`src/rtl/thermo_enc_pkg.sv`:
```
package thermo_enc_pkg;
  // number of level inputs for an n-bit code
  function automatic int unsigned lvl_count(input int unsigned n);
    return (1 << n) - 1;
  endfunction
endpackage

```
`src/rtl/thermo_hsb_encoder.sv`:
```
module thermo_hsb_encoder #(
  parameter int unsigned N = 3,
  localparam int unsigned L = thermo_enc_pkg::lvl_count(N)
) (
  input  logic [L-1:0] lvl,
  output logic [N-1:0] code
);
  logic [L-1:0] clr_above;
  logic [L-1:0] hit;

  assign clr_above[L-1] = 1'b1;
  genvar gi;
  generate
    for (gi = 0; gi < L - 1; gi++) begin : g_chain
      assign clr_above[gi] = clr_above[gi+1] & ~lvl[gi+1];
    end
    for (gi = 0; gi < L; gi++) begin : g_hit
      assign hit[gi] = lvl[gi] & clr_above[gi];
    end
  endgenerate

  always_comb begin
    code = '0;
    for (int i = 0; i < L; i++) begin
      if (hit[i]) code = code | N'(i + 1);
    end
  end
endmodule

```
`src/rtl/thermo_monotone_check.sv`:
```
module thermo_monotone_check #(
  parameter int unsigned N = 3,
  localparam int unsigned L = thermo_enc_pkg::lvl_count(N)
) (
  input  logic [L-1:0] lvl,
  output logic         bad
);
  logic [L-2:0] gap;
  genvar gi;
  generate
    for (gi = 1; gi < L; gi++) begin : g_gap
      assign gap[gi-1] = lvl[gi] & ~lvl[gi-1];
    end
  endgenerate
  assign bad = |gap;
endmodule

```
`src/rtl/thermo_out_stage.sv`:
```
module thermo_out_stage #(
  parameter int unsigned W   = 5,
  parameter bit          REG = 1'b1
) (
  input  logic         clk,
  input  logic         rst,
  input  logic         in_valid,
  output logic         in_ready,
  input  logic [W-1:0] in_data,
  output logic         out_valid,
  input  logic         out_ready,
  output logic [W-1:0] out_data
);
  generate
    if (REG) begin : g_reg
      logic         vld_q;
      logic [W-1:0] dat_q;
      assign in_ready  = ~vld_q | out_ready;
      assign out_valid = vld_q;
      assign out_data  = dat_q;
      always_ff @(posedge clk) begin
        if (rst) begin
          vld_q <= 1'b0;
          dat_q <= '0;
        end else if (in_ready) begin
          vld_q <= in_valid;
          if (in_valid) dat_q <= in_data;
        end
      end

      p_hold_r5: assert property (@(posedge clk) disable iff (rst)
        (out_valid && !out_ready) |=> (out_valid && $stable(out_data)));
      p_accept_r5: assert property (@(posedge clk) disable iff (rst)
        (in_valid && in_ready) |=> (out_valid && out_data == $past(in_data)));
      p_reset_r7: assert property (@(posedge clk)
        rst |=> (!out_valid && out_data == '0));
    end else begin : g_comb
      assign in_ready  = out_ready;
      assign out_valid = in_valid;
      assign out_data  = in_data;
    end
  endgenerate
endmodule

```
`src/rtl/thermo_flash_encoder.sv`:
```
module thermo_flash_encoder #(
  parameter int unsigned N       = 3,
  parameter bit          REG_OUT = 1'b1,
  localparam int unsigned L = thermo_enc_pkg::lvl_count(N),
  localparam int unsigned W = N + 2
) (
  input  logic         clk,
  input  logic         rst,
  input  logic         in_valid,
  output logic         in_ready,
  input  logic [L-1:0] lvl_in,
  input  logic         ovf_in,
  output logic         out_valid,
  input  logic         out_ready,
  output logic [N-1:0] code_out,
  output logic         ovf_out,
  output logic         bad_out
);
  logic [N-1:0] enc_code;
  logic         chk_bad;
  logic [W-1:0] res_d;
  logic [W-1:0] res_q;

  thermo_hsb_encoder #(.N(N)) u_enc (
    .lvl  (lvl_in),
    .code (enc_code)
  );

  thermo_monotone_check #(.N(N)) u_chk (
    .lvl (lvl_in),
    .bad (chk_bad)
  );

  // overflow rides alongside, never into the encoder
  assign res_d = {enc_code, ovf_in, chk_bad};

  thermo_out_stage #(.W(W), .REG(REG_OUT)) u_out (
    .clk       (clk),
    .rst       (rst),
    .in_valid  (in_valid),
    .in_ready  (in_ready),
    .in_data   (res_d),
    .out_valid (out_valid),
    .out_ready (out_ready),
    .out_data  (res_q)
  );

  assign code_out = res_q[W-1:2];
  assign ovf_out  = res_q[1];
  assign bad_out  = res_q[0];

  p_count_r2: assert property (@(posedge clk) disable iff (rst)
    !chk_bad |-> (int'(enc_code) == $countones(lvl_in)));
  p_full_r2: assert property (@(posedge clk) disable iff (rst)
    (&lvl_in) |-> (&enc_code && !chk_bad));
  p_invalid_r3: assert property (@(posedge clk) disable iff (rst)
    chk_bad |-> (int'(enc_code) > $countones(lvl_in)));
endmodule

```
`config.mk`:
```
export PLATFORM = sky130hd
export DESIGN_NAME = thermo_flash_encoder
export DESIGN_NICKNAME = d
export VERILOG_FILES = /design/src/rtl/thermo_enc_pkg.sv /design/src/rtl/thermo_hsb_encoder.sv /design/src/rtl/thermo_monotone_check.sv /design/src/rtl/thermo_out_stage.sv /design/src/rtl/thermo_flash_encoder.sv
export SDC_FILE = /design/constraint.sdc
export NUM_CORES = 1
export LEC_CHECK = 0
export BUFFER_PORTS_ARGS = -buffer_cell sky130_fd_sc_hd__buf_2
export CAP_MARGIN = 20
export CORE_MARGIN = 1.5
export CORE_UTILIZATION = 25
export CTS_BUF_LIST = sky130_fd_sc_hd__clkbuf_8
export DETAILED_ROUTE_END_ITERATION = 16
export PLACE_DENSITY = 0.58
export SYNTH_ARGS = -nofsm -noshare
export SYNTH_HDL_FRONTEND = slang
export SYNTH_SLANG_ARGS = --single-unit
```
`constraint.sdc`:
```
create_clock -name clk -period 1.1 [get_ports clk]
set_clock_uncertainty 0.2 [all_clocks]
set_input_delay 0.275 -clock clk [delete_from_list [all_inputs] [get_ports clk]]
set_output_delay 0.275 -clock clk [all_outputs]
set_load 0.02 [all_outputs]
```
# --- Word level (Yosys, flattened, before mapping) ---
# Cells that the tools add are included.
word_totals:
  elab_cells: 37
  out_inout_bits: 7
  register_bits: 6
classes:
  n_reduce_logical: 2
  bitwise: 26
  mux: 7
op_table:
  columns: ["op", "count"]
  rows:
  - ["$and 1x1->1", 17]
  - ["$mux 3", 4]
  - ["$not 1->1", 8]
  - ["$reduce_or 6->1", 1]
  - ["$mux 2", 2]
  - ["$reduce_and 2->1", 1]
  - ["$mux 1", 1]
  - ["$or 1x1->1", 1]

# --- Logic depth before layout (Yosys ltp) ---
# Gate-level depths: netlist (run 1).
logic_depth:
  depth_word: 14
  mapped_depth: 4
  depth_no_buf: 3

# --- Modules after synthesis ---
# Synthesis (run 1) repeated with hierarchy kept, for this count alone.
hier_totals:
  hier_cells: 43
  hier_area_um2: 349.1
by_module_without_submodules:
  columns: ["mod", "instances", "seq_area_each_um2", "cells_each", "area_each_um2"]
  rows:
  - ["thermo_out_stage", 1, 120.1, 26, 259.0]
  - ["thermo_hsb_encoder", 1, 0.0, 10, 53.8]
  - ["thermo_monotone_check", 1, 0.0, 7, 36.3]

# --- Least setup slack after synthesis (run 1) ---
# No wires, ideal clock.
synth_timing:
  path_kind: "register -> register"
  start: "register u_out.g_reg.vld_q (netlist: u_out.out_valid)"
  end: "register u_out.g_reg.dat_q[3] (netlist: u_out.out_data[3])"
  t_required_ns: 0.812
  synth_period_minus_slack_ns: 1.328
  setup_time_ns: 0.088
  t_arrival_ns: 1.040
  slack_ns: -0.228
  stages_incl_launch_ff: 5
  cell_sequence: "dfxtp_1 > nand2b_4 > buf_6 > and2_4 > a311oi_2"
synth_via:
  elab_chain_len: 3
synth_rtl:
  columns: ["item", "line_no", "source"]
  rows:
  - ["from (decl)", "thermo_out_stage.sv:16", "logic vld_q;"]
  - ["from (signal assigned)", "thermo_out_stage.sv:26", "vld_q <= in_valid;"]
  - ["$not 1->1", "thermo_out_stage.sv:18", "assign in_ready = ~vld_q | out_ready;"]
  - ["$or 1x1->1", "thermo_out_stage.sv:18", null]
  - ["named net in_ready", "thermo_flash_encoder.sv:10", "output logic in_ready,"]
  - ["$reduce_and 2->1 (no line)", null, null]
  - ["to (signal assigned)", "thermo_out_stage.sv:27", "if (in_valid) dat_q <= in_data;"]
  - ["to (decl)", "thermo_out_stage.sv:17", "logic [W-1:0] dat_q;"]
# The timed path passes the listed nets, and every way through them passes these cells.
# A chain may end at the register's enable or synchronous reset.

# --- Worst setup path after layout (run 1) ---
layout_timing:
  start: "register u_out.g_reg.vld_q (netlist: u_out.out_valid)"
  end: "output port in_ready"
layout_via:
  elab_chain_len: 2
layout_rtl:
  columns: ["item", "line_no"]
  rows:
  - ["$not 1->1", "thermo_out_stage.sv:18"]
  - ["$or 1x1->1", "thermo_out_stage.sv:18"]
  - ["to (decl)", "thermo_flash_encoder.sv:10"]
# No other way between the ends.

==> metrics.cfg, run 1 <==
[cells_and_area]
final_common_cell=buf_2
fin_cells=81
antenna_cells=0
fin_nets=79
syn2layout_area_growth_pct=80.7
drive_gt1_frac=0.712
stdcell_area_um2=619
layout_common_cells=buf_2, buf_4, a21oi_1, buf_6, dfxtp_2

[cts]
clk_latency_ps=220
numCtsBuffers=3
cts_htree_levels=1
clkSinkCount=6
clk_path_buf_depth=2
cts_hold_buf=0
clk_pin_slew_ps=40
cts_root_buffer=clkbuf_8
tritoncts=done

[sta]
hold_violations=0
slew_violations=0
timing.final.crit_share=1.13
fin_crit_ps=1250
setup_viol=12
rsz0062_at_grt=true
fmax_ghz=0.802
holdWs_ps=113
slew_headroom=0.814
worst_slew_pin_slew_ps=275
tns_ps=-802
layout_setup_ws_ps=-147

[die]
initial_utilization=0.267
die_area_mm2=0.00160
die_w_um=40.0
num_rows=13
die_h_um=40.0
core_mm2=0.00128
io_pins=19

[status]
status=finished with violations
violations=negative setup slack

[global_routing]
first_global_vias=315
grt_max_degree=9
grt_overflow=0
track_usage=0.122
grt_pass1_wl_um=1210
antenna_found_initial=0

[place]
place_congestion=0.656
placed_area_um2=478
dpl.hpwl_um=586
port_buffers=18
dp.cells=72

[logic_synthesis]
syn_inst=36
yosys_warnings=0
ys_types=20
syn_area_um2=343
synth_area_per_cell_um2=9.52
syn_nets=48
synth-seq-area-share=0.350
ys_ff_latch=6

[critical_path]
crit_arrival_ps=770
worstSetupEndpointType=output pin
r2r_start=u_out.out_valid$_SDFFE_PP0N_
worstSetupStartpointType=register
path_class=reg -> out
slowest_stage=dfxtp_4
crit_fanout=5
max_stage_delay_ps=340
required_ps=620
cp_cell_sequence=nand2b_4 > buf_6
startpoint=u_out.out_valid$_SDFFE_PP0N_

[drt]
vias=383
ant_nets=0
met1_length_um=352
remaining_drc_errors=0
drt_wl_total_um=845
first_pass_iters=4
top_layer=met4
viasPerCell=4.73
wl_per_cell_um=10.4
wl_met2_um=407
met3WireLength_um=77
drt_iter0_drc=8

[min_path]
hold_path_class=in -> reg
min_from=ovf_in

[run]
drv_cap=0

[power_and_ir_drop]
power_leakage_nw=0.289
power_density_mw_per_mm2=1260
ir_worst_vdd_mv=0.431

## final cells by class
class	instances	area, um2
Clock inverter	1	3.75
Timing Repair Buffer	28	203
Sequential cell	6	130
Multi-Input combinational cell	26	215
Inverter	2	7.51
Tap cell	15	18.8
Fill cell	132	666
Clock buffer	3	41.3
## cells by family after synthesis
kind of cell | after synthesis | synth area share
flops | 6 | 0.350
simple gates | 10 | 0.230
compound gates | 16 | 0.354
buf+inv | 4 | 0.0657
## power by group
part	switching [W]	total (W)	internal, W
clock	0.000102	0.000342	0.000240
combinational	0.0000897	0.000191	0.000101
sequential	0.0000115	0.000250	0.000238
## sequential cells by signal (all words and copies together) (netlist names)
register	count
u_out.out_data	5
u_out.out_valid	1
## synthesized netlist by cell type
cell type	instances	area share
nor4_4	1	0.062
and2_4	1	0.026
nand2b_4	1	0.040
o21ai_0	1	0.015
a311oi_2	2	0.088
nor2b_1	1	0.018
dfxtp_1	6	0.35
a21bo_2	1	0.029
and2_1	2	0.036
a21oi_1	7	0.10
nand3_1	1	0.015
a21o_1	1	0.022
o22a_1	1	0.026
inv_1	2	0.022
a311oi_1	1	0.026
clkbuf_1	1	0.011
o21ai_2	1	0.026
nor2_1	3	0.033
buf_6	1	0.033
a211oi_1	1	0.022
## per-stage QoR
stage	utilization	power, W	worst slack (ps)
floorplan	-	0.000331	-93.7
global placement	0.372	0.000396	-179
detailed placement	0.372	0.000397	-207
CTS	0.470	0.000786	-152
global route	0.482	0.000816	-174
finish	0.482	0.000783	-147
## path summary, 6_finish.rpt
path / endpoint / slack, ps / depth (start not counted)
setup / recovery: in_ready / -150 / 2
hold / removal: u_out.out_data[1]$_SDFFE_PP0P_ / 110 / 3
setup reg to reg: u_out.out_data[0]$_SDFFE_PP0P_ / -100 / 4
hold reg to reg: u_out.out_data[3]$_SDFFE_PP0P_ / 360 / 2
## critical path: cells and delay by family, from the launching register on
family                 cells  cell delay [ps]
buffers and inverters      1              130
and+or+nand+nor            1               70
DFF                        1              340
## per-layer routing
layer	track usage	up-vias
met5	0	-
met3	0.0333	2
met2	0.206	20
li1	-	192
met4	0.103	0
met1	0.123	169
## repair_timing
action,in CTS,in global routing
gates resized for setup,20,0
setup endpoints to repair,9,12
buffers inserted,3,2
cloned,0,0
Power figures use the tool's default switching activity.
==> run 2: changes to the inputs <==
--- a/config.mk
+++ b/config.mk
@@ -12,6 +12,7 @@
 export CTS_BUF_LIST = sky130_fd_sc_hd__clkbuf_8
 export DETAILED_ROUTE_END_ITERATION = 16
 export PLACE_DENSITY = 0.58
+export SKIP_CTS_REPAIR_TIMING = 1
 export SYNTH_ARGS = -nofsm -noshare
 export SYNTH_HDL_FRONTEND = slang
 export SYNTH_SLANG_ARGS = --single-unit
==> run 2 against run 1 <==
- sequential share of layout area shrank 0.38 points
- count of clock-buffer cells in the layout is the same
- die area is the same
- the flow still finishes with violations (negative setup slack)
- sequential power is essentially flat
- largest power group unchanged
- register-to-register slack is essentially flat
==> metrics.cfg, run 2 (synthesis results as in run 1) <==
[status]
status=finished with violations
violations=negative setup slack

[sta]
fmax_ghz=0.806  ; +0.52%
tns_ps=-820  ; -18.0 ps
rsz0062_at_grt=true
slew_violations=0  ; unchanged
setup_viol=12  ; unchanged
slew_headroom=0.814  ; about the same
fin_crit_ps=1240  ; -6.39 ps
holdWs_ps=112  ; -1.34 ps
hold_violations=0  ; unchanged
layout_setup_ws_ps=-140  ; +6.39 ps
timing.final.crit_share=1.13  ; -0.00581
worst_slew_pin_slew_ps=275  ; -0.0502 ps

[critical_path]
required_ps=620  ; about the same
max_stage_delay_ps=340  ; about the same
crit_arrival_ps=770  ; about the same
path_class=reg -> out
worstSetupEndpointType=output pin
cp_top_family=flip-flops
slowest_stage=dfxtp_4
cp_cell_sequence=nand2b_4 > buf_6
worstSetupStartpointType=register
crit_fanout=4  ; -1
path_buf_inv=1  ; unchanged

[global_routing]
first_global_vias=288  ; -8.6%
track_usage=0.108  ; -0.0138
grt_max_degree=10  ; +1
grt_pass1_wl_um=1080  ; -11%
grt_overflow=0  ; unchanged
antenna_found_initial=0  ; unchanged

[cells_and_area]
regArea_um2=130  ; unchanged
antenna_cells=0  ; unchanged
syn2layout_area_growth_pct=83.9
fin_nets=78  ; -1.3%
drive_gt1_frac=0.738  ; +0.0263
largest_register_ffs=5  ; unchanged
fill_cells=133  ; +0.76%
final_common_cell=buf_2
stdcell_area_um2=631  ; +1.8%
multi_input_area_um2=230  ; +7.0%
layout_common_cells=buf_2, buf_4, buf_6

[drt]
wl_per_cell_um=10.7  ; +2.2%
drt_iter0_drc=7  ; -1
first_pass_iters=3  ; -1
ant_nets=0  ; unchanged
drt_wl_total_um=853  ; +0.95%
remaining_drc_errors=0  ; unchanged
viasPerCell=4.70  ; -0.60%
vias=376  ; -1.8%

[place]
dpl.hpwl_um=586  ; unchanged
placed_area_um2=478  ; unchanged
port_buffers=18  ; unchanged
place_congestion=0.656  ; unchanged

[power_and_ir_drop]
swShare=0.265  ; +0.00581
ir_worst_vdd_mv=0.436  ; +1.1%
p_clk_frac=0.434  ; -0.003
seqPwrFrac=0.317  ; -0.002
switchingPower_w=0.000210  ; +3.5%
power_leakage_nw=0.288  ; -0.28%
comb_power_share=0.248  ; +0.004
p_int_w=0.000582  ; +0.43%
power_density_mw_per_mm2=1260  ; -0.59%

[run]
drv_cap=0  ; unchanged

[die]
die_w_um=40.0  ; unchanged
die_area_mm2=0.00160  ; unchanged
die_h_um=40.0  ; unchanged
core_mm2=0.00128  ; unchanged
initial_utilization=0.267  ; unchanged
io_pins=19  ; unchanged
num_rows=13  ; unchanged

[cts]
clk_path_buf_depth=2  ; unchanged
clkSinkCount=6  ; unchanged
numCtsBuffers=3  ; unchanged
clk_latency_ps=230  ; about the same
cts_root_buffer=clkbuf_8
tritoncts=done
cts_htree_levels=1  ; unchanged
clk_pin_slew_ps=40  ; about the same

[min_path]
hold_path_class=in -> reg

## run 2: cell count changes in the layout (fill, tap and decap cells not counted)
cell     before  now
a21oi_2       1    2
buf_4        10    8
buf_6         6    7
a21oi_1       6    4
a21oi_4       0    1
## run 2: stage by stage
stage                     utilization  power (W)  std cells  setup slack [ps]
after floorplan                     -   0.000331         36             -93.7
after global placement          0.372   0.000396         72              -179
after detailed placement        0.372   0.000397         72              -207
after CTS                       0.407   0.000746         76              -234
after global routing            0.491   0.000822         80              -163
final                           0.491   0.000793         80              -140
## run 2: path summary, 6_finish.rpt
kind	startpoint	slack [ps]	depth (start not counted)	end
max	u_out.out_valid$_SDFFE_PP0N_	-140	2	in_ready
min	ovf_in	110	3	u_out.out_data[1]$_SDFFE_PP0P_
max reg2reg	u_out.out_valid$_SDFFE_PP0N_	-100	4	u_out.out_data[0]$_SDFFE_PP0P_
min reg2reg	u_out.out_data[4]$_SDFFE_PP0P_	330	2	u_out.out_data[4]$_SDFFE_PP0P_
## run 2: cell type report
class / instances / share of cell area
tap: 15 / 0.0298
clock inverter: 1 / 0.00595
clock buffer: 3 / 0.0655
multi-input combinational: 26 / 0.365
inverter: 2 / 0.0119
sequential: 6 / 0.206
timing repair buffer: 27 / 0.315
## run 2: per-layer routing
layer,GRT usage,vias up,part of all wire
li1,-,190,-
met1,0.109,163,0.43
met2,0.173,20,0.45
met3,0.0333,3,0.089
met4,0.103,0,0.026
met5,0,-,0
## run 2: power groups by stage
| stage | logic [W] | registers [W] | clock network [W] |
|---|---|---|---|
| floorplan | 0.0000628 | 0.000268 | 0 |
| global placement | 0.000149 | 0.000247 | 0 |
| detailed placement | 0.000150 | 0.000247 | 0 |
| CTS | 0.000151 | 0.000244 | 0.000352 |
| global route | 0.000213 | 0.000253 | 0.000356 |
| finish | 0.000197 | 0.000251 | 0.000344 |
## run 2: tightest hold or removal path: stages
cell     delay (ps)
buf_2            90
nand3_1          70
a21oi_2          50
